===== src/rtl/hsr_pkg.sv =====
package hsr_pkg;

  // Edge information about the synchronized sync level.
  typedef struct packed {
    logic rise;
    logic fall;
  } hsr_edge_t;

  // Encoding of a detected polarity.
  typedef enum logic {
    POL_ACT_LOW  = 1'b0,
    POL_ACT_HIGH = 1'b1
  } hsr_pol_e;

endpackage


===== src/rtl/hsr_sync.sv =====
module hsr_sync #(
  parameter int unsigned WIDTH  = 2,
  parameter int unsigned STAGES = 2
) (
  input  logic             clk_i,
  input  logic             rst_ni,
  input  logic [WIDTH-1:0] async_i,
  output logic [WIDTH-1:0] sync_o
);

  for (genvar b = 0; b < WIDTH; b++) begin : g_bit
    logic [STAGES-1:0] chain_q;
    logic [STAGES-1:0] chain_d;

    always_comb begin
      chain_d = {chain_q[STAGES-2:0], async_i[b]};
    end

    always_ff @(posedge clk_i or negedge rst_ni) begin
      if (!rst_ni) begin
        chain_q <= '0;
      end else begin
        chain_q <= chain_d;
      end
    end

    assign sync_o[b] = chain_q[STAGES-1];
  end

endmodule


===== src/rtl/hsr_pol_detect.sv =====
module hsr_pol_detect
  import hsr_pkg::*;
#(
  parameter int unsigned CNT_W = 12
) (
  input  logic      clk_i,
  input  logic      rst_ni,
  input  logic      hold_i,
  input  hsr_edge_t edge_i,
  output logic      pol_o
);

  localparam logic [CNT_W-1:0] RUN_MAX = '1;

  logic [CNT_W-1:0] run_q, run_d;
  logic [CNT_W-1:0] hi_len_q, hi_len_d;
  logic [CNT_W-1:0] lo_len_q, lo_len_d;
  logic             hi_vld_q, hi_vld_d;
  logic             lo_vld_q, lo_vld_d;
  logic             skip_q, skip_d;
  hsr_pol_e         pol_q, pol_d;

  always_comb begin
    run_d    = run_q;
    hi_len_d = hi_len_q;
    lo_len_d = lo_len_q;
    hi_vld_d = hi_vld_q;
    lo_vld_d = lo_vld_q;
    skip_d   = skip_q;
    pol_d    = pol_q;
    if (hold_i) begin
      // Measurement paused; the level that is running is partial.
      run_d    = '0;
      hi_vld_d = 1'b0;
      lo_vld_d = 1'b0;
      skip_d   = 1'b1;
    end else if (edge_i.rise || edge_i.fall) begin
      run_d  = CNT_W'(1);
      skip_d = 1'b0;
      if (!skip_q) begin
        if (edge_i.rise) begin
          lo_len_d = run_q;
          lo_vld_d = 1'b1;
          if (hi_vld_q && (hi_len_q != run_q)) begin
            pol_d = (hi_len_q < run_q) ? POL_ACT_HIGH : POL_ACT_LOW;
          end
        end else begin
          hi_len_d = run_q;
          hi_vld_d = 1'b1;
          if (lo_vld_q && (lo_len_q != run_q)) begin
            pol_d = (run_q < lo_len_q) ? POL_ACT_HIGH : POL_ACT_LOW;
          end
        end
      end
    end else if (run_q != RUN_MAX) begin
      run_d = run_q + CNT_W'(1);
    end
  end

  always_ff @(posedge clk_i or negedge rst_ni) begin
    if (!rst_ni) begin
      run_q    <= '0;
      hi_len_q <= '0;
      lo_len_q <= '0;
      hi_vld_q <= 1'b0;
      lo_vld_q <= 1'b0;
      skip_q   <= 1'b1;
      pol_q    <= POL_ACT_LOW;
    end else begin
      run_q    <= run_d;
      hi_len_q <= hi_len_d;
      lo_len_q <= lo_len_d;
      hi_vld_q <= hi_vld_d;
      lo_vld_q <= lo_vld_d;
      skip_q   <= skip_d;
      pol_q    <= pol_d;
    end
  end

  assign pol_o = (pol_q == POL_ACT_HIGH);

endmodule


===== src/rtl/hsr_pulse_gen.sv =====
module hsr_pulse_gen #(
  parameter int unsigned WID_W = 8
) (
  input  logic             clk_i,
  input  logic             rst_ni,
  input  logic             start_i,
  input  logic [WID_W-1:0] width_i,
  output logic             active_o
);

  logic [WID_W-1:0] cnt_q, cnt_d;
  logic             cnt_en;
  logic             act_q, act_d;

  always_comb begin
    cnt_en = start_i || (cnt_q != '0);
    cnt_d  = cnt_q;
    if (start_i) begin
      cnt_d = (width_i == '0) ? WID_W'(1) : width_i;
    end else if (cnt_q != '0) begin
      cnt_d = cnt_q - WID_W'(1);
    end
    act_d = (cnt_d != '0);
  end

  always_ff @(posedge clk_i or negedge rst_ni) begin
    if (!rst_ni) begin
      cnt_q <= '0;
    end else if (cnt_en) begin
      cnt_q <= cnt_d;
    end
  end

  always_ff @(posedge clk_i or negedge rst_ni) begin
    if (!rst_ni) begin
      act_q <= 1'b0;
    end else begin
      act_q <= act_d;
    end
  end

  assign active_o = act_q;

endmodule


===== src/rtl/hsr_delay.sv =====
module hsr_delay #(
  parameter int unsigned WIDTH = 24,
  parameter int unsigned DEPTH = 3
) (
  input  logic             clk_i,
  input  logic             rst_ni,
  input  logic [WIDTH-1:0] d_i,
  output logic [WIDTH-1:0] q_o
);

  logic [DEPTH-1:0][WIDTH-1:0] pipe_q;
  logic [DEPTH-1:0][WIDTH-1:0] pipe_d;

  if (DEPTH == 1) begin : g_single
    always_comb begin
      pipe_d[0] = d_i;
    end
  end else begin : g_chain
    always_comb begin
      pipe_d = {pipe_q[DEPTH-2:0], d_i};
    end
  end

  always_ff @(posedge clk_i or negedge rst_ni) begin
    if (!rst_ni) begin
      pipe_q <= '0;
    end else begin
      pipe_q <= pipe_d;
    end
  end

  assign q_o = pipe_q[DEPTH-1];

endmodule


===== src/rtl/hsync_regen.sv =====
module hsync_regen
  import hsr_pkg::*;
#(
  parameter int unsigned DATA_W      = 24,
  parameter int unsigned WID_W       = 8,
  parameter int unsigned CNT_W       = 12,
  parameter int unsigned SYNC_STAGES = 2
) (
  input  logic              clk_i,
  input  logic              rst_ni,
  input  logic              hsync_i,
  input  logic              coast_i,
  input  logic              coast_act_high_i,
  input  logic              out_act_high_i,
  input  logic [WID_W-1:0]  width_i,
  input  logic [DATA_W-1:0] data_i,
  output logic              hsync_o,
  output logic [DATA_W-1:0] data_o,
  output logic              in_pol_o
);

  // Sync path: SYNC_STAGES flops, one edge compare, one output flop.
  localparam int unsigned ALIGN_DEPTH = SYNC_STAGES + 1;
  localparam int unsigned N_ASYNC     = 2;

  logic [N_ASYNC-1:0] async_w;
  logic [N_ASYNC-1:0] sync_w;
  logic               hs_s;
  logic               coast_s;
  logic               hs_prev_q, hs_prev_d;
  hsr_edge_t          edge_w;
  logic               coast_w;
  logic               start_w;
  logic               act_w;

  assign async_w = {coast_i, hsync_i};

  hsr_sync #(
    .WIDTH (N_ASYNC),
    .STAGES(SYNC_STAGES)
  ) u_sync (
    .clk_i  (clk_i),
    .rst_ni (rst_ni),
    .async_i(async_w),
    .sync_o (sync_w)
  );

  assign hs_s    = sync_w[0];
  assign coast_s = sync_w[1];

  always_comb begin
    hs_prev_d   = hs_s;
    edge_w.rise = hs_s && !hs_prev_q;
    edge_w.fall = !hs_s && hs_prev_q;
    coast_w     = (coast_s == coast_act_high_i);
  end

  always_ff @(posedge clk_i or negedge rst_ni) begin
    if (!rst_ni) begin
      hs_prev_q <= 1'b0;
    end else begin
      hs_prev_q <= hs_prev_d;
    end
  end

  hsr_pol_detect #(
    .CNT_W(CNT_W)
  ) u_pol (
    .clk_i (clk_i),
    .rst_ni(rst_ni),
    .hold_i(coast_w),
    .edge_i(edge_w),
    .pol_o (in_pol_o)
  );

  always_comb begin
    start_w = !coast_w && (in_pol_o ? edge_w.rise : edge_w.fall);
  end

  hsr_pulse_gen #(
    .WID_W(WID_W)
  ) u_pulse (
    .clk_i   (clk_i),
    .rst_ni  (rst_ni),
    .start_i (start_w),
    .width_i (width_i),
    .active_o(act_w)
  );

  assign hsync_o = act_w ? out_act_high_i : !out_act_high_i;

  hsr_delay #(
    .WIDTH(DATA_W),
    .DEPTH(ALIGN_DEPTH)
  ) u_align (
    .clk_i (clk_i),
    .rst_ni(rst_ni),
    .d_i   (data_i),
    .q_o   (data_o)
  );

endmodule


===== config.mk =====
export PLATFORM = sky130hd
export DESIGN_NAME = hsync_regen
export DESIGN_NICKNAME = d
export VERILOG_FILES = /design/src/rtl/hsr_pkg.sv /design/src/rtl/hsr_sync.sv /design/src/rtl/hsr_pol_detect.sv /design/src/rtl/hsr_pulse_gen.sv /design/src/rtl/hsr_delay.sv /design/src/rtl/hsync_regen.sv
export SDC_FILE = /design/constraint.sdc
export NUM_CORES = 1
export LEC_CHECK = 0
export BUFFER_PORTS_ARGS = -buffer_cell sky130_fd_sc_hd__buf_2
export CORE_ASPECT_RATIO = 1.2
export CORE_MARGIN = 2
export CORE_UTILIZATION = 30
export CTS_BUF_LIST = sky130_fd_sc_hd__clkbuf_4 sky130_fd_sc_hd__clkbuf_8 sky130_fd_sc_hd__clkbuf_16
export DETAILED_ROUTE_END_ITERATION = 7
export GPL_TIMING_DRIVEN = 0
export PLACE_DENSITY = 0.5
export SLEW_MARGIN = 20
export SYNTH_ARGS = -nofsm -noshare
export SYNTH_HDL_FRONTEND = slang
export SYNTH_SLANG_ARGS = --single-unit

===== constraint.sdc =====
create_clock -name clk_i -period 2 [get_ports clk_i]
set_input_delay 0.2 -clock clk_i [delete_from_list [all_inputs] [get_ports clk_i]]
set_output_delay 0.2 -clock clk_i [all_outputs]
set_load 0.01 [all_outputs]

## Word-level counts from Yosys, hierarchy flattened

Cells that the tools add are included.

- Input port bits: 38
- Flip-flop bits (word level): 126
- Output and inout bits: 26

- Add/subtract/negate cells: 2
- Bitwise operators: 3
- Reduce and logical (&&, ||, !) cells: 23
- Equal/unequal tests: 7
- Order comparisons: 2
- Mux-type cells: 23

Operators by type and width:

| cell | number |
|---|---|
| $mux W12 | 3 |
| $lt A12 B12 Y1 | 2 |
| $mux W8 | 3 |
| $ne A12 B12 Y1 | 2 |
| $mux W1 | 17 |
| $reduce_bool A8 Y1 | 2 |
| $add A12 B1 Y12 const B | 1 |
| $ne A12 B12 Y1 const B | 1 |
| $logic_not A8 Y1 | 1 |
| $reduce_and A4 Y1 | 2 |
| $sub A8 B1 Y8 const B | 1 |
| $reduce_and A3 Y1 | 2 |
| $reduce_bool A2 Y1 | 3 |
| $logic_and A1 B1 Y1 | 5 |
| $reduce_and A5 Y1 | 1 |
| $logic_not A1 Y1 | 4 |
| $ne A2 B1 Y1 const B | 2 |
| $not A1 Y1 | 3 |
| $reduce_bool A3 Y1 | 1 |
| $logic_or A1 B1 Y1 | 2 |
| $ne A2 B2 Y1 const B | 1 |
| $eq A1 B1 Y1 | 1 |

## Logic depth before layout (Yosys ltp)

Gate-level depths: netlist of run 1.

- Depth after elaboration: 6
- Mapped depth: 8
- Depth with buffers taken out: 7

## By module

A second synthesis of run 1 with hierarchy kept.

- Cells, all modules: 380
- Area total of the unflattened synthesis: 4902.2 µm²

Modules (own cells, without submodules):

| module | times used | area an instance (µm²) | cells an instance |
|---|---|---|---|
| hsr_pol_detect | 1 | 2289.7 | 222 |
| hsr_delay | 1 | 1801.7 | 72 |
| hsr_pulse_gen | 1 | 616.8 | 72 |
| hsr_sync | 1 | 115.1 | 6 |
| hsync_regen | 1 | 78.8 | 8 |

## Least setup slack after synthesis of run 1

Ideal clock, no wire load.

- Path kind: register to register
- Start point: reg u_pulse.cnt_q[0]
- End point: reg u_pulse.act_q, in the netlist u_pulse.active_o
- Required time: 1.867 ns
- Arrival time: 1.660 ns
- Library setup time: 0.133 ns
- Stages on the path, launching flop included: 8
- Clock period less this slack: 1.794 ns
- Setup slack: 0.206 ns
- Cells stage by stage: dfrtp_1 > inv_1 > ha_1 > or2b_2 > nor3_2 > nor2_1 > a22o_1 > nand4b_1

- Word-level cells in the longest chain between the ends: 4

RTL lines:

| item | RTL line | source |
|---|---|---|
| start: declaration | hsr_pulse_gen.sv:11 | `logic [WID_W-1:0] cnt_q, cnt_d;` |
| start signal: assignment | hsr_pulse_gen.sv:30 | `cnt_q <= cnt_d;` |
| $sub A8 B1 Y8 / $reduce_bool A8 Y1 (equally long branches) | hsr_pulse_gen.sv:21, hsr_pulse_gen.sv:20 |  |
| $mux W8 (*) | hsr_pulse_gen.sv:20 | `end else if (cnt_q != '0) begin` |
| $mux W8 (*) | hsr_pulse_gen.sv:18 | `if (start_i) begin` |
| $reduce_bool A8 Y1 (*) | hsr_pulse_gen.sv:23 | `act_d = (cnt_d != '0);` |
| net u_pulse.act_d | hsr_pulse_gen.sv:13 | `logic act_q, act_d;` |
| end signal: assignment | hsr_pulse_gen.sv:38 | `act_q <= act_d;` |
| end: declaration | hsr_pulse_gen.sv:13 |  |

Mark *: on every way through the listed nets, which the timed path passes. The rest lies on a longest branch.
A chain may end at the register's enable or synchronous reset.

## Final worst setup path of run 1

- Start point: reg u_sync.g_bit[0].chain_q[1]
- End point: reg u_pol.hi_len_q[4]

- Word-level cells in the longest chain between the ends: 4

RTL lines:

| item | RTL line | source |
|---|---|---|
| start: declaration | hsr_sync.sv:12 | `logic [STAGES-1:0] chain_q;` |
| start signal: assignment | hsr_sync.sv:23 | `chain_q <= chain_d;` |
| $logic_not A1 Y1 | hsync_regen.sv:54 | `edge_w.fall = !hs_s && hs_prev_q;` |
| $logic_and A1 B1 Y1 | hsync_regen.sv:54 |  |
| $logic_or A1 B1 Y1 | hsr_pol_detect.sv:37 | `end else if (edge_i.rise \|\| edge_i.fall) begin` |
| $reduce_and A4 Y1 (no source line) (*) | -- |  |
| end signal: assignment | hsr_pol_detect.sv:71 | `hi_len_q <= hi_len_d;` |
| end: declaration | hsr_pol_detect.sv:16 | `logic [CNT_W-1:0] hi_len_q, hi_len_d;` |

Mark *: on every way between the ends. The rest lies on a longest branch, timed or not.

==> impl_metrics.xml, run 1 <==
<?xml version="1.0" encoding="UTF-8"?>
<metrics>
  <group name="floorplanning">
    <metric name="die_width" unit="um">120</metric>
    <metric name="top_level_ports" unit="">64</metric>
    <metric name="die-area" unit="um^2">17300</metric>
    <metric name="die_h" unit="um">144</metric>
    <metric name="core_region_area" unit="um^2">16100</metric>
    <metric name="initial_core_util" unit="">0.303</metric>
    <metric name="std_cell_rows" unit="">51</metric>
  </group>
  <group name="worst_hold_path">
    <metric name="worst_hold_path.num_cells" unit="">3</metric>
    <metric name="hp-start" unit="">width_i[6]</metric>
    <metric name="timing.hold.worst.class" unit="">in -&gt; reg</metric>
    <metric name="hold_path_end" unit="">u_pulse.cnt_q[6]</metric>
  </group>
  <group name="route">
    <metric name="first_pass_iters" unit="">4</metric>
    <metric name="detailroute.via_count" unit="">3203</metric>
    <metric name="ant_nets" unit="">0</metric>
    <metric name="detail_route.iter0.violations" unit="">197</metric>
    <metric name="routed_via_density" unit="">4.49</metric>
    <metric name="route.final.wire_length" unit="um">9620</metric>
    <metric name="per_cell_routed_wire_length" unit="um">13.5</metric>
    <metric name="route.detailed.drc" unit="">0</metric>
  </group>
  <group name="worst_setup_path">
    <metric name="cp.required" unit="ns">2.29</metric>
    <metric name="timing.rr.start" unit="">u_sync.g_bit[0].chain_q[1]</metric>
    <metric name="endpoint_kind" unit="">flip-flop</metric>
    <metric name="worstPathArrival" unit="ns">2.21</metric>
    <metric name="worst_setup_path_start_kind" unit="">flip-flop</metric>
    <metric name="timing.rr.end" unit="">u_pol.hi_len_q[4]</metric>
    <metric name="critical_path.max_fanout" unit="">10</metric>
    <metric name="worst_reg2reg_path_length_in_cells" unit="">6</metric>
    <metric name="crit_type" unit="">reg -&gt; reg</metric>
    <metric name="reg2reg_setup_slack" unit="ns">0.08</metric>
  </group>
  <group name="timing">
    <metric name="tightest_slew" unit="ns">0.516</metric>
    <metric name="rsz0062_at_grt" unit="">yes</metric>
    <metric name="report.final.slew_viol_count" unit="">0</metric>
    <metric name="finalCriticalPeriod" unit="ns">1.92</metric>
    <metric name="postLayoutSetupSlackWorst" unit="ns">0.0774</metric>
    <metric name="timing_hold_violations_final" unit="">0</metric>
    <metric name="finClkSkew" unit="ns">0.00688</metric>
    <metric name="setup_violations" unit="">0</metric>
    <metric name="holdWs" unit="ns">0.0344</metric>
    <metric name="fmax" unit="MHz">520</metric>
    <metric name="timing.max_slew.rel_slack" unit="">0.653</metric>
    <metric name="fin_crit_sh" unit="">0.961</metric>
  </group>
  <group name="synth">
    <metric name="synthCells" unit="">379</metric>
    <metric name="syn-cell-area" unit="um^2">4870</metric>
    <metric name="yosysTopAreaCellShare" unit="">0.643</metric>
    <metric name="synth_enable_flop_cells" unit="">0</metric>
    <metric name="synth.cells.most_frequent" unit="">125 x sky130_fd_sc_hd__dfrtp_1, 31 x sky130_fd_sc_hd__inv_1, 29 x sky130_fd_sc_hd__ha_1</metric>
    <metric name="syn-mean-instance-area" unit="um^2">12.8</metric>
    <metric name="synth-seq-area-share" unit="">0.648</metric>
    <metric name="synth-async-reset-ratio" unit="">1.00</metric>
    <metric name="yosysWarningCount" unit="">0</metric>
    <metric name="dominantRegCellSynth" unit="">sky130_fd_sc_hd__dfrtp_1</metric>
    <metric name="synthesis.nets" unit="">446</metric>
    <metric name="synth.ff_latch_count" unit="">126</metric>
    <metric name="synth_area_leaders" unit="">sky130_fd_sc_hd__dfrtp_1 64%, sky130_fd_sc_hd__ha_1 7.5%, sky130_fd_sc_hd__mux2_2 2.5%</metric>
    <metric name="synth_top_area_cell" unit="">sky130_fd_sc_hd__dfrtp_1</metric>
    <metric name="synth.distinct_cells" unit="">49</metric>
    <metric name="yosys.cell_count.top_type" unit="">sky130_fd_sc_hd__dfrtp_1</metric>
  </group>
  <group name="place">
    <metric name="post-place-ws" unit="ns">-0.0744</metric>
    <metric name="port_buffers" unit="">63</metric>
    <metric name="final_gp_congestion" unit="">0.825</metric>
    <metric name="placed_area" unit="um^2">5480</metric>
    <metric name="dp_hpwl" unit="um">6760</metric>
    <metric name="place.detailed.instances" unit="">655</metric>
  </group>
  <group name="final_layout">
    <metric name="post_layout_nonfiller_instances" unit="">714</metric>
    <metric name="final_layout_size_suffix_gt1_frac" unit="">0.267</metric>
    <metric name="diodes" unit="">0</metric>
    <metric name="finish.net_count" unit="">557</metric>
    <metric name="synthToLayoutAreaGrowth" unit="%">31.6</metric>
    <metric name="final_cell_area" unit="um^2">6410</metric>
    <metric name="num-fill-cells" unit="">1564</metric>
  </group>
  <group name="clock_network">
    <metric name="clock-sinks" unit="">126</metric>
    <metric name="cts-htree-levels" unit="">4</metric>
    <metric name="clock_buffer_count_from_cts" unit="">17</metric>
    <metric name="clk_latency" unit="ns">0.40</metric>
    <metric name="cts.clk_slew.worst_paths" unit="ns">0.06</metric>
    <metric name="tritoncts" unit="">built</metric>
    <metric name="cts-root-to-sink-buffers" unit="">2</metric>
    <metric name="cts_root_buffer" unit="">sky130_fd_sc_hd__clkbuf_16</metric>
  </group>
  <group name="status">
    <metric name="status" unit="">completed</metric>
  </group>
  <group name="flow_run">
    <metric name="max_cap_violations" unit="">0</metric>
  </group>
  <group name="global_routing">
    <metric name="global_route.usage.total" unit="">0.120</metric>
    <metric name="grt_pass1_vias" unit="">3251</metric>
    <metric name="grt_overflow_total" unit="">0</metric>
    <metric name="antenna_found_initial" unit="">0</metric>
    <metric name="grt_start_max_net_pins" unit="">78</metric>
    <metric name="grt_pass1_wl" unit="um">16100</metric>
  </group>
  <group name="power_and_ir_drop">
    <metric name="leakage" unit="nW">2.91</metric>
    <metric name="irDropWorstVdd" unit="mV">0.553</metric>
    <metric name="total_power" unit="mW">7.06</metric>
    <metric name="pwr_density_cell" unit="nW/um^2">1100</metric>
  </group>
</metrics>
state kept, by name, indices dropped and copies added (netlist names):
signal and cells:
u_pol.hi_vld_q 1, u_pol.hi_len_q 12, u_align.pipe_d 48, u_pol.lo_vld_q 1
u_pol.pol_o 1, u_pol.lo_len_q 12, u_sync.g_bit.chain_q 4, u_pol.skip_q 1
u_align.q_o 24, u_pol.run_q 12, u_pulse.cnt_q 8, hs_prev_q 1
u_pulse.active_o 1
power breakdown:
group / leakage [nW] / internal, mW / switching (mW)
clock: 0.282 / 1.90 / 1.12
combinational: 1.08 / 0.527 / 0.579
sequential: 1.55 / 2.76 / 0.163
worst max-delay path, stage by stage (launching register included):
cell and delay, ns:
sky130_fd_sc_hd__dfrtp_1 0.37, sky130_fd_sc_hd__inv_1 0.05, sky130_fd_sc_hd__ha_1 0.33, sky130_fd_sc_hd__nor2_1 0.19, sky130_fd_sc_hd__nand3b_1 0.23, sky130_fd_sc_hd__buf_2 0.29
sky130_fd_sc_hd__mux2_1 0.34
timing repair:
| item | CTS | global route |
|---|---|---|
| buffers inserted | 1 | 0 |
| resized for setup | 4 | 15 |
| hold endpoints to repair | 75 | 0 |
| endpoints found under the setup margin | 13 | 22 |
| pin swaps | 1 | 1 |
| hold buffers | 27 | 0 |
cell usage in the layout, fill, tap and decap left out, types with 5 or more instances in the layout:
cell type                       netlist  final
sky130_fd_sc_hd__dfrtp_1            125    122
sky130_fd_sc_hd__buf_2                2     64
sky130_fd_sc_hd__inv_1               31     30
sky130_fd_sc_hd__ha_1                29     29
sky130_fd_sc_hd__dlygate4sd3_1        0     27
sky130_fd_sc_hd__nand2_1             25     25
sky130_fd_sc_hd__o21ai_0             20     20
sky130_fd_sc_hd__clkbuf_16            0     17
sky130_fd_sc_hd__nor2_1              17     16
sky130_fd_sc_hd__xnor2_1             12     12
sky130_fd_sc_hd__a21oi_1             12     12
sky130_fd_sc_hd__mux2_2              11     11
sky130_fd_sc_hd__nand4_1             11     11
sky130_fd_sc_hd__nor3_1               8      8
sky130_fd_sc_hd__nand3_1              8      7
sky130_fd_sc_hd__nor2b_1              5      5
sky130_fd_sc_hd__a211oi_1             6      5
kinds of logic after synthesis:
logic type	Yosys count	share of synthesized area
simple gates	89	0.0928
compound gates	65	0.0887
flops	126	0.648
mux	14	0.0319
buf+inv	41	0.0373
fa+ha+maj	29	0.0745
xor+xnor	15	0.0270
worst max-delay path by stage:
stage | from | endpoint | depth (start not counted)
2_1_floorplan | u_pulse.cnt_q[0] | u_pulse.active_o | 7
3_3_place_gp | rst_ni | u_align.pipe_d[26] | 1
3_5_place_dp | u_pol.run_q[0] | u_pol.run_q[0] | 8
4_1_cts | u_pulse.cnt_q[0] | u_pulse.active_o | 7
5_1_grt | u_sync.g_bit[0].chain_q[1] | u_pol.hi_len_q[4] | 6
6_report | u_sync.g_bit[0].chain_q[1] | u_pol.hi_len_q[4] | 6
cell type report:
cell class / count / area [um^2] / share of cell area
clock buffer: 19 / 453 / 0.0707
sequential: 126 / 3160 / 0.493
tap: 212 / 265 / 0.0414
multi-input combinational: 212 / 1580 / 0.247
clock inverter: 12 / 136 / 0.0213
inverter: 31 / 116 / 0.0182
buffer: 10 / 68.8 / 0.0107
timing repair buffer: 92 / 627 / 0.0978
layer usage:
| metal | up-vias | wire length [um] | GRT usage | part of all wire |
|---|---|---|---|---|
| li1 | 1540 | - | - | - |
| met1 | 1586 | 4240 | 0.149 | 0.44 |
| met3 | 15 | 251 | 0.0317 | 0.026 |
| met2 | 62 | 4900 | 0.196 | 0.51 |
| met5 | - | 0 | 0 | 0 |
| met4 | 0 | 229 | 0.0575 | 0.024 |
per-stage QoR:
step           utilization  TNS [ns]
2_1_floorplan            -         0
3_3_place_gp         0.339   -103.89
3_5_place_dp         0.341    -0.296
4_1_cts              0.396         0
5_1_grt              0.398   -0.0762
6_report             0.398         0
(Power assumes the default switching activity.)
==> inputs of run 2 (changes only) <==
- CAP_MARGIN: not set -> 10
- CTS_BUF_LIST: sky130_fd_sc_hd__clkbuf_4 sky130_fd_sc_hd__clkbuf_8 sky130_fd_sc_hd__clkbuf_16 -> not set
- PLACE_DENSITY: 0.5 -> 0.47
==> impl_metrics.xml, run 2 (synthesis results as in run 1) <==
<?xml version="1.0" encoding="UTF-8"?>
<metrics>
  <group name="route">
    <metric name="detailroute.via_count" unit="">3194</metric>
    <metric name="per_cell_routed_wire_length" unit="um">13.6</metric>
    <metric name="route.final.wire_length" unit="um">9680</metric>
    <metric name="route.detailed.drc" unit="">0</metric>
    <metric name="routed_via_density" unit="">4.47</metric>
    <metric name="detail_route.iter0.violations" unit="">147</metric>
    <metric name="first_pass_iters" unit="">4</metric>
    <metric name="ant_nets" unit="">0</metric>
  </group>
  <group name="timing">
    <metric name="fin_crit_sh" unit="">0.954</metric>
    <metric name="finClkSkew" unit="ns">0.00863</metric>
    <metric name="setup_violations" unit="">0</metric>
    <metric name="holdWs" unit="ns">0.0366</metric>
    <metric name="postLayoutSetupSlackWorst" unit="ns">0.0922</metric>
    <metric name="fmax" unit="MHz">524</metric>
    <metric name="tightest_slew" unit="ns">0.568</metric>
    <metric name="finalCriticalPeriod" unit="ns">1.91</metric>
    <metric name="timing.max_slew.rel_slack" unit="">0.618</metric>
    <metric name="rsz0062_at_grt" unit="">no</metric>
    <metric name="report.final.slew_viol_count" unit="">0</metric>
    <metric name="timing_hold_violations_final" unit="">0</metric>
    <metric name="totalNegativeSetupSlack" unit="ns">0</metric>
  </group>
  <group name="worst_setup_path">
    <metric name="critical_path.n_buffers_inverters" unit="">2</metric>
    <metric name="endpoint_kind" unit="">flip-flop</metric>
    <metric name="path_cells" unit="">inv_1 &gt; ha_1 &gt; nor2_1 &gt; nand3b_1 &gt; buf_4 &gt; mux2_1</metric>
    <metric name="worst_path_largest_cell_delay" unit="ns">0.36</metric>
    <metric name="crit_type" unit="">reg -&gt; reg</metric>
    <metric name="worst_reg2reg_path_length_in_cells" unit="">6</metric>
    <metric name="worstPathArrival" unit="ns">2.19</metric>
    <metric name="timing.critical_path.depth" unit="">6</metric>
    <metric name="timing.critical_path.max_delay_family" unit="">simple AND/OR/NAND/NOR gates</metric>
    <metric name="worst_setup_path_start_kind" unit="">flip-flop</metric>
    <metric name="startpoint" unit="">u_sync.g_bit[0].chain_q[1]</metric>
    <metric name="cp-endpoint" unit="">u_pol.hi_len_q[4]</metric>
    <metric name="cp.required" unit="ns">2.28</metric>
    <metric name="critical_path.max_fanout" unit="">10</metric>
    <metric name="reg2reg_setup_slack" unit="ns">0.09</metric>
    <metric name="timing.rr.end" unit="">u_pol.hi_len_q[4]</metric>
    <metric name="timing.critical_path.slowest_stage_cell" unit="">sky130_fd_sc_hd__dfrtp_1</metric>
    <metric name="timing.rr.start" unit="">u_sync.g_bit[0].chain_q[1]</metric>
  </group>
  <group name="global_routing">
    <metric name="global_route.usage.total" unit="">0.118</metric>
    <metric name="grt_pass1_wl" unit="um">15700</metric>
    <metric name="grt_overflow_total" unit="">0</metric>
    <metric name="grt_start_max_net_pins" unit="">65</metric>
    <metric name="grt_pass1_vias" unit="">3143</metric>
    <metric name="antenna_found_initial" unit="">0</metric>
  </group>
  <group name="final_layout">
    <metric name="largest_reg_flops" unit="">48</metric>
    <metric name="post_layout_nonfiller_instances" unit="">714</metric>
    <metric name="mostFrequentLayoutCell" unit="">sky130_fd_sc_hd__dfrtp_1</metric>
    <metric name="multi_input_area" unit="um^2">1570</metric>
    <metric name="fin_util" unit="">0.397</metric>
    <metric name="finish.net_count" unit="">557</metric>
    <metric name="mostFrequentLayoutCells" unit="">124 x sky130_fd_sc_hd__dfrtp_1, 63 x sky130_fd_sc_hd__buf_2, 30 x sky130_fd_sc_hd__inv_1</metric>
    <metric name="final_cell_area" unit="um^2">6390</metric>
    <metric name="num-fill-cells" unit="">1572</metric>
    <metric name="synthToLayoutAreaGrowth" unit="%">31.3</metric>
    <metric name="regArea" unit="um^2">3160</metric>
    <metric name="diodes" unit="">0</metric>
    <metric name="final_layout_size_suffix_gt1_frac" unit="">0.257</metric>
  </group>
  <group name="clock_network">
    <metric name="clock_buffer_count_from_cts" unit="">17</metric>
    <metric name="cts_root_buffer" unit="">sky130_fd_sc_hd__clkbuf_16</metric>
    <metric name="cts-htree-levels" unit="">4</metric>
    <metric name="tritoncts" unit="">built</metric>
    <metric name="clock-sinks" unit="">126</metric>
    <metric name="cts-root-to-sink-buffers" unit="">2</metric>
    <metric name="clk_latency" unit="ns">0.40</metric>
    <metric name="cts.clk_slew.worst_paths" unit="ns">0.06</metric>
  </group>
  <group name="status">
    <metric name="status" unit="">completed</metric>
  </group>
  <group name="place">
    <metric name="port_buffers" unit="">63</metric>
    <metric name="place.detailed.instances" unit="">655</metric>
    <metric name="final_gp_congestion" unit="">0.786</metric>
    <metric name="post-place-ws" unit="ns">-0.0617</metric>
    <metric name="placed_area" unit="um^2">5480</metric>
    <metric name="dp_hpwl" unit="um">6610</metric>
  </group>
  <group name="floorplanning">
    <metric name="initial_core_util" unit="">0.303</metric>
    <metric name="die_h" unit="um">144</metric>
    <metric name="die-area" unit="um^2">17300</metric>
    <metric name="core_region_area" unit="um^2">16100</metric>
    <metric name="top_level_ports" unit="">64</metric>
    <metric name="die_width" unit="um">120</metric>
    <metric name="std_cell_rows" unit="">51</metric>
  </group>
  <group name="power_and_ir_drop">
    <metric name="leakage" unit="nW">2.91</metric>
    <metric name="total_power" unit="mW">7.01</metric>
    <metric name="pwr_density_cell" unit="nW/um^2">1100</metric>
    <metric name="irDropWorstVdd" unit="mV">0.533</metric>
  </group>
  <group name="worst_hold_path">
    <metric name="timing.hold.worst.class" unit="">in -&gt; reg</metric>
  </group>
  <group name="flow_run">
    <metric name="max_cap_violations" unit="">0</metric>
  </group>
</metrics>
run 2: layout make-up:
| type | instances | share of cell area |
|---|---|---|
| flip-flops and latches | 126 | 0.494 |
| multi-input cells | 212 | 0.245 |
| repair buffers | 92 | 0.0981 |
| clock buffers | 20 | 0.0715 |
| well taps | 212 | 0.0415 |
| clock inverters | 11 | 0.0208 |
| inverters | 31 | 0.0182 |
| plain buffers | 10 | 0.0110 |
run 2: where the power goes:
part           leakage (nW)  switching (mW)  internal [mW]
combinational          1.08           0.556          0.523
clock                 0.283            1.10           1.91
sequential             1.55           0.161           2.76
total                  2.91            1.82           5.19
run 2: what timing repair did:
action,in CTS,in global routing
buffers inserted,1,0
hold endpoints to repair,87,0
hold buffers,27,0
resized for setup,4,11
setup endpoints to repair,8,21
pin swaps,1,0
run 2: how the worst min path moves through the flow:
stage	startpoint	depth (start not counted)	end
global placement	data_i[8]	1	u_align.pipe_d[32]
global route	width_i[2]	2	u_pulse.cnt_q[2]
CTS	width_i[6]	3	u_pulse.cnt_q[6]
detailed placement	rst_ni	1	u_pulse.active_o
floorplan	rst_ni	0	hs_prev_q
finish	width_i[6]	3	u_pulse.cnt_q[6]
run 2: worst register-to-register path, delay by kind of cell (launching register included):
kind | cells | cell delay, ns
multiplexers | 1 | 0.32
adder cells (fa/ha/maj) | 1 | 0.34
AND/OR/NAND/NOR | 2 | 0.43
buffers and inverters | 2 | 0.33
flip-flops | 1 | 0.36
run 2: metal layers:
metal  up-vias  part of all wire  track usage  routed length, um
met3        10             0.030       0.0353                288
met5         -                 0            0                  0
li1       1551                 -            -                  -
met4         0             0.015       0.0441                142
met1      1566              0.44        0.147               4300
met2        67              0.51        0.196               4940
==> inputs of run 3 (changes only) <==
- ABC_AREA: not set -> 1
- BUFFER_PORTS_ARGS: -buffer_cell sky130_fd_sc_hd__buf_2 -> not set
- DONT_BUFFER_PORTS: not set -> 1
- PLACE_DENSITY: 0.47 -> 0.44
==> impl_metrics.xml, run 3 <==
<?xml version="1.0" encoding="UTF-8"?>
<metrics>
  <group name="route">
    <metric name="route.final.wire_length" unit="um">8890</metric>
    <metric name="ant_nets" unit="">0</metric>
    <metric name="detail_route.iter0.violations" unit="">173</metric>
    <metric name="routed_via_density" unit="">4.32</metric>
    <metric name="per_cell_routed_wire_length" unit="um">12.1</metric>
    <metric name="detailroute.via_count" unit="">3177</metric>
    <metric name="first_pass_iters" unit="">4</metric>
    <metric name="route.detailed.drc" unit="">0</metric>
  </group>
  <group name="power_and_ir_drop">
    <metric name="total_power" unit="mW">6.89</metric>
    <metric name="irDropWorstVdd" unit="mV">0.838</metric>
    <metric name="pwr_density_cell" unit="nW/um^2">1140</metric>
    <metric name="leakage" unit="nW">2.84</metric>
  </group>
  <group name="synth">
    <metric name="syn-cell-area" unit="um^2">4910</metric>
    <metric name="synth_enable_flop_cells" unit="">0</metric>
    <metric name="synth.cells.most_frequent" unit="">125 x sky130_fd_sc_hd__dfrtp_1, 94 x sky130_fd_sc_hd__nand2_1, 51 x sky130_fd_sc_hd__inv_1</metric>
    <metric name="synthCells" unit="">462</metric>
    <metric name="synth_top_area_cell" unit="">sky130_fd_sc_hd__dfrtp_1</metric>
    <metric name="synth.ff_latch_count" unit="">126</metric>
    <metric name="synth.distinct_cells" unit="">29</metric>
    <metric name="synth_simple_gate_area_share" unit="">0.159</metric>
    <metric name="multiplexer_fraction_of_the_synthesized_cell_area" unit="">0</metric>
    <metric name="synthesis.nets" unit="">529</metric>
    <metric name="dominantRegCellSynth" unit="">sky130_fd_sc_hd__dfrtp_1</metric>
    <metric name="synth-async-reset-ratio" unit="">1.00</metric>
    <metric name="synth-seq-area-share" unit="">0.643</metric>
    <metric name="synth_area_leaders" unit="">sky130_fd_sc_hd__dfrtp_1 64%, sky130_fd_sc_hd__ha_1 7.4%, sky130_fd_sc_hd__nand2_1 7.2%</metric>
    <metric name="yosysTopAreaCellShare" unit="">0.637</metric>
    <metric name="syn-mean-instance-area" unit="um^2">10.6</metric>
    <metric name="synthXorXnorAreaFrac" unit="">0.00535</metric>
    <metric name="yosysWarningCount" unit="">0</metric>
    <metric name="synth-compound-area-share" unit="">0.0648</metric>
    <metric name="dominant_combinational_cell_family_by_area_after_synthesis" unit="">simple AND/OR/NAND/NOR gates</metric>
    <metric name="yosys.cell_count.top_type" unit="">sky130_fd_sc_hd__dfrtp_1</metric>
    <metric name="post_synth_fa_ha_maj_area_fraction" unit="">0.0739</metric>
  </group>
  <group name="floorplanning">
    <metric name="die-area" unit="um^2">17400</metric>
    <metric name="std_cell_rows" unit="">51</metric>
    <metric name="die_width" unit="um">121</metric>
    <metric name="die_h" unit="um">144</metric>
    <metric name="top_level_ports" unit="">64</metric>
    <metric name="initial_core_util" unit="">0.304</metric>
    <metric name="core_region_area" unit="um^2">16100</metric>
  </group>
  <group name="final_layout">
    <metric name="diodes" unit="">0</metric>
    <metric name="finish.net_count" unit="">578</metric>
    <metric name="final_layout_size_suffix_gt1_frac" unit="">0.118</metric>
    <metric name="regArea" unit="um^2">3150</metric>
    <metric name="mostFrequentLayoutCell" unit="">sky130_fd_sc_hd__dfrtp_1</metric>
    <metric name="synthToLayoutAreaGrowth" unit="%">23.5</metric>
    <metric name="num-fill-cells" unit="">1547</metric>
    <metric name="largest_reg_flops" unit="">48</metric>
    <metric name="mostFrequentLayoutCells" unit="">125 x sky130_fd_sc_hd__dfrtp_1, 94 x sky130_fd_sc_hd__nand2_1, 51 x sky130_fd_sc_hd__inv_1</metric>
    <metric name="multi_input_area" unit="um^2">1490</metric>
    <metric name="fin_util" unit="">0.375</metric>
  </group>
  <group name="global_routing">
    <metric name="grt_pass1_vias" unit="">3230</metric>
    <metric name="grt_overflow_total" unit="">0</metric>
    <metric name="antenna_found_initial" unit="">0</metric>
    <metric name="grt_start_max_net_pins" unit="">127</metric>
    <metric name="global_route.usage.total" unit="">0.112</metric>
    <metric name="grt_pass1_wl" unit="um">15100</metric>
  </group>
  <group name="clock_network">
    <metric name="cts.hold.buffers_added" unit="">30</metric>
    <metric name="cts-htree-levels" unit="">4</metric>
    <metric name="cts-resized-gates" unit="">0</metric>
    <metric name="clock_buffer_count_from_cts" unit="">17</metric>
    <metric name="cts-root-to-sink-buffers" unit="">2</metric>
    <metric name="clk_latency" unit="ns">0.41</metric>
    <metric name="tritoncts" unit="">built</metric>
    <metric name="clock-sinks" unit="">126</metric>
    <metric name="cts.repair_timing.setup_buffer_count" unit="">0</metric>
    <metric name="cts_root_buffer" unit="">sky130_fd_sc_hd__clkbuf_16</metric>
    <metric name="cts.clk_slew.worst_paths" unit="ns">0.06</metric>
  </group>
  <group name="timing">
    <metric name="holdWs" unit="ns">-0.520</metric>
    <metric name="timing_hold_violations_final" unit="">126</metric>
    <metric name="setup_violations" unit="">0</metric>
    <metric name="postLayoutSetupSlackWorst" unit="ns">0.184</metric>
    <metric name="fin_crit_sh" unit="">0.908</metric>
    <metric name="finalCriticalPeriod" unit="ns">1.82</metric>
    <metric name="fmax" unit="MHz">551</metric>
    <metric name="finClkSkew" unit="ns">0.0147</metric>
    <metric name="report.final.slew_viol_count" unit="">0</metric>
    <metric name="rsz0062_at_grt" unit="">no</metric>
    <metric name="timing.max_slew.rel_slack" unit="">0.782</metric>
    <metric name="totalNegativeSetupSlack" unit="ns">0</metric>
    <metric name="tightest_slew" unit="ns">0.325</metric>
  </group>
  <group name="status">
    <metric name="violated_checks" unit="">hold timing</metric>
    <metric name="status" unit="">complete, but fails checks</metric>
  </group>
  <group name="place">
    <metric name="port_buffers" unit="">0</metric>
    <metric name="dp_hpwl" unit="um">6150</metric>
    <metric name="final_gp_congestion" unit="">0.827</metric>
    <metric name="post-place-ws" unit="ns">0.182</metric>
  </group>
  <group name="worst_setup_path">
    <metric name="critical_path.max_fanout" unit="">7</metric>
    <metric name="crit_type" unit="">reg -&gt; reg</metric>
    <metric name="worst_setup_path_start_kind" unit="">flip-flop</metric>
    <metric name="worst_reg2reg_path_length_in_cells" unit="">9</metric>
    <metric name="endpoint_kind" unit="">flip-flop</metric>
    <metric name="worstPathArrival" unit="ns">2.12</metric>
    <metric name="cp.required" unit="ns">2.31</metric>
  </group>
  <group name="flow_run">
    <metric name="max_cap_violations" unit="">0</metric>
  </group>
  <group name="worst_hold_path">
    <metric name="timing.hold.worst.class" unit="">in -&gt; async</metric>
  </group>
</metrics>
run 3: layout make-up:
cell class                      count  area share
Sequential cell                   126       0.521
Multi-Input combinational cell    269       0.246
Clock buffer                       18      0.0708
Timing Repair Buffer               30      0.0496
Tap cell                          212      0.0438
Inverter                           61      0.0378
Clock inverter                     14      0.0260
Buffer                              6     0.00599
run 3: final timing paths:
check / from / end / slack (ns)
worst max-delay path: u_pol.run_q[8] / u_pol.pol_o / 0.18
worst min-delay path: rst_ni / u_align.pipe_d[45] / -0.52
worst max register to register: u_pol.run_q[8] / u_pol.pol_o / 0.18
worst min register to register: u_align.pipe_d[53] / u_align.q_o[5] / 0.34
max in group asynchronous: rst_ni / u_pol.skip_q / 2.27
min in group clk_i: width_i[0] / u_pulse.cnt_q[0] / 0.01
run 3: layer usage:
layer,wire (um),track usage,vias to the layer above
li1,-,-,1588
met1,3870,0.129,1525
met2,4490,0.191,52
met3,367,0.0335,12
met4,160,0.0563,0
met5,0,0,-
run 3: critical path: stages, from the launching register on:
cell,delay (ns)
sky130_fd_sc_hd__dfrtp_1,0.49
sky130_fd_sc_hd__inv_1,0.14
sky130_fd_sc_hd__ha_1,0.29
sky130_fd_sc_hd__nand2_1,0.06
sky130_fd_sc_hd__nor3_1,0.31
sky130_fd_sc_hd__nand2_1,0.14
sky130_fd_sc_hd__nand3_1,0.12
sky130_fd_sc_hd__nand2_1,0.06
sky130_fd_sc_hd__nand2_1,0.07
sky130_fd_sc_hd__nand2_1,0.04
run 3: kinds of logic after synthesis:
| kind of cell | Yosys count |
|---|---|
| buffers and inverters | 67 |
| AND/OR/NAND/NOR | 177 |
| AO/OA/AOI/OAI | 60 |
| XOR/XNOR | 3 |
| flip-flops | 126 |
| adder cells (fa/ha/maj) | 29 |
run 3: stage by stage:
step / area, um^2 / cells
after floorplan: 4910 / 462
after global placement: 5170 / 674
after detailed placement: 5170 / 674
after CTS: 6060 / 736
after global routing: 6060 / 736
final: 6060 / 736
run 3: power by group:
part | switching, mW | total [mW] | internal, mW
clock network | 1.19 | 3.04 | 1.86
logic | 0.548 | 0.887 | 0.339
registers | 0.144 | 2.96 | 2.82
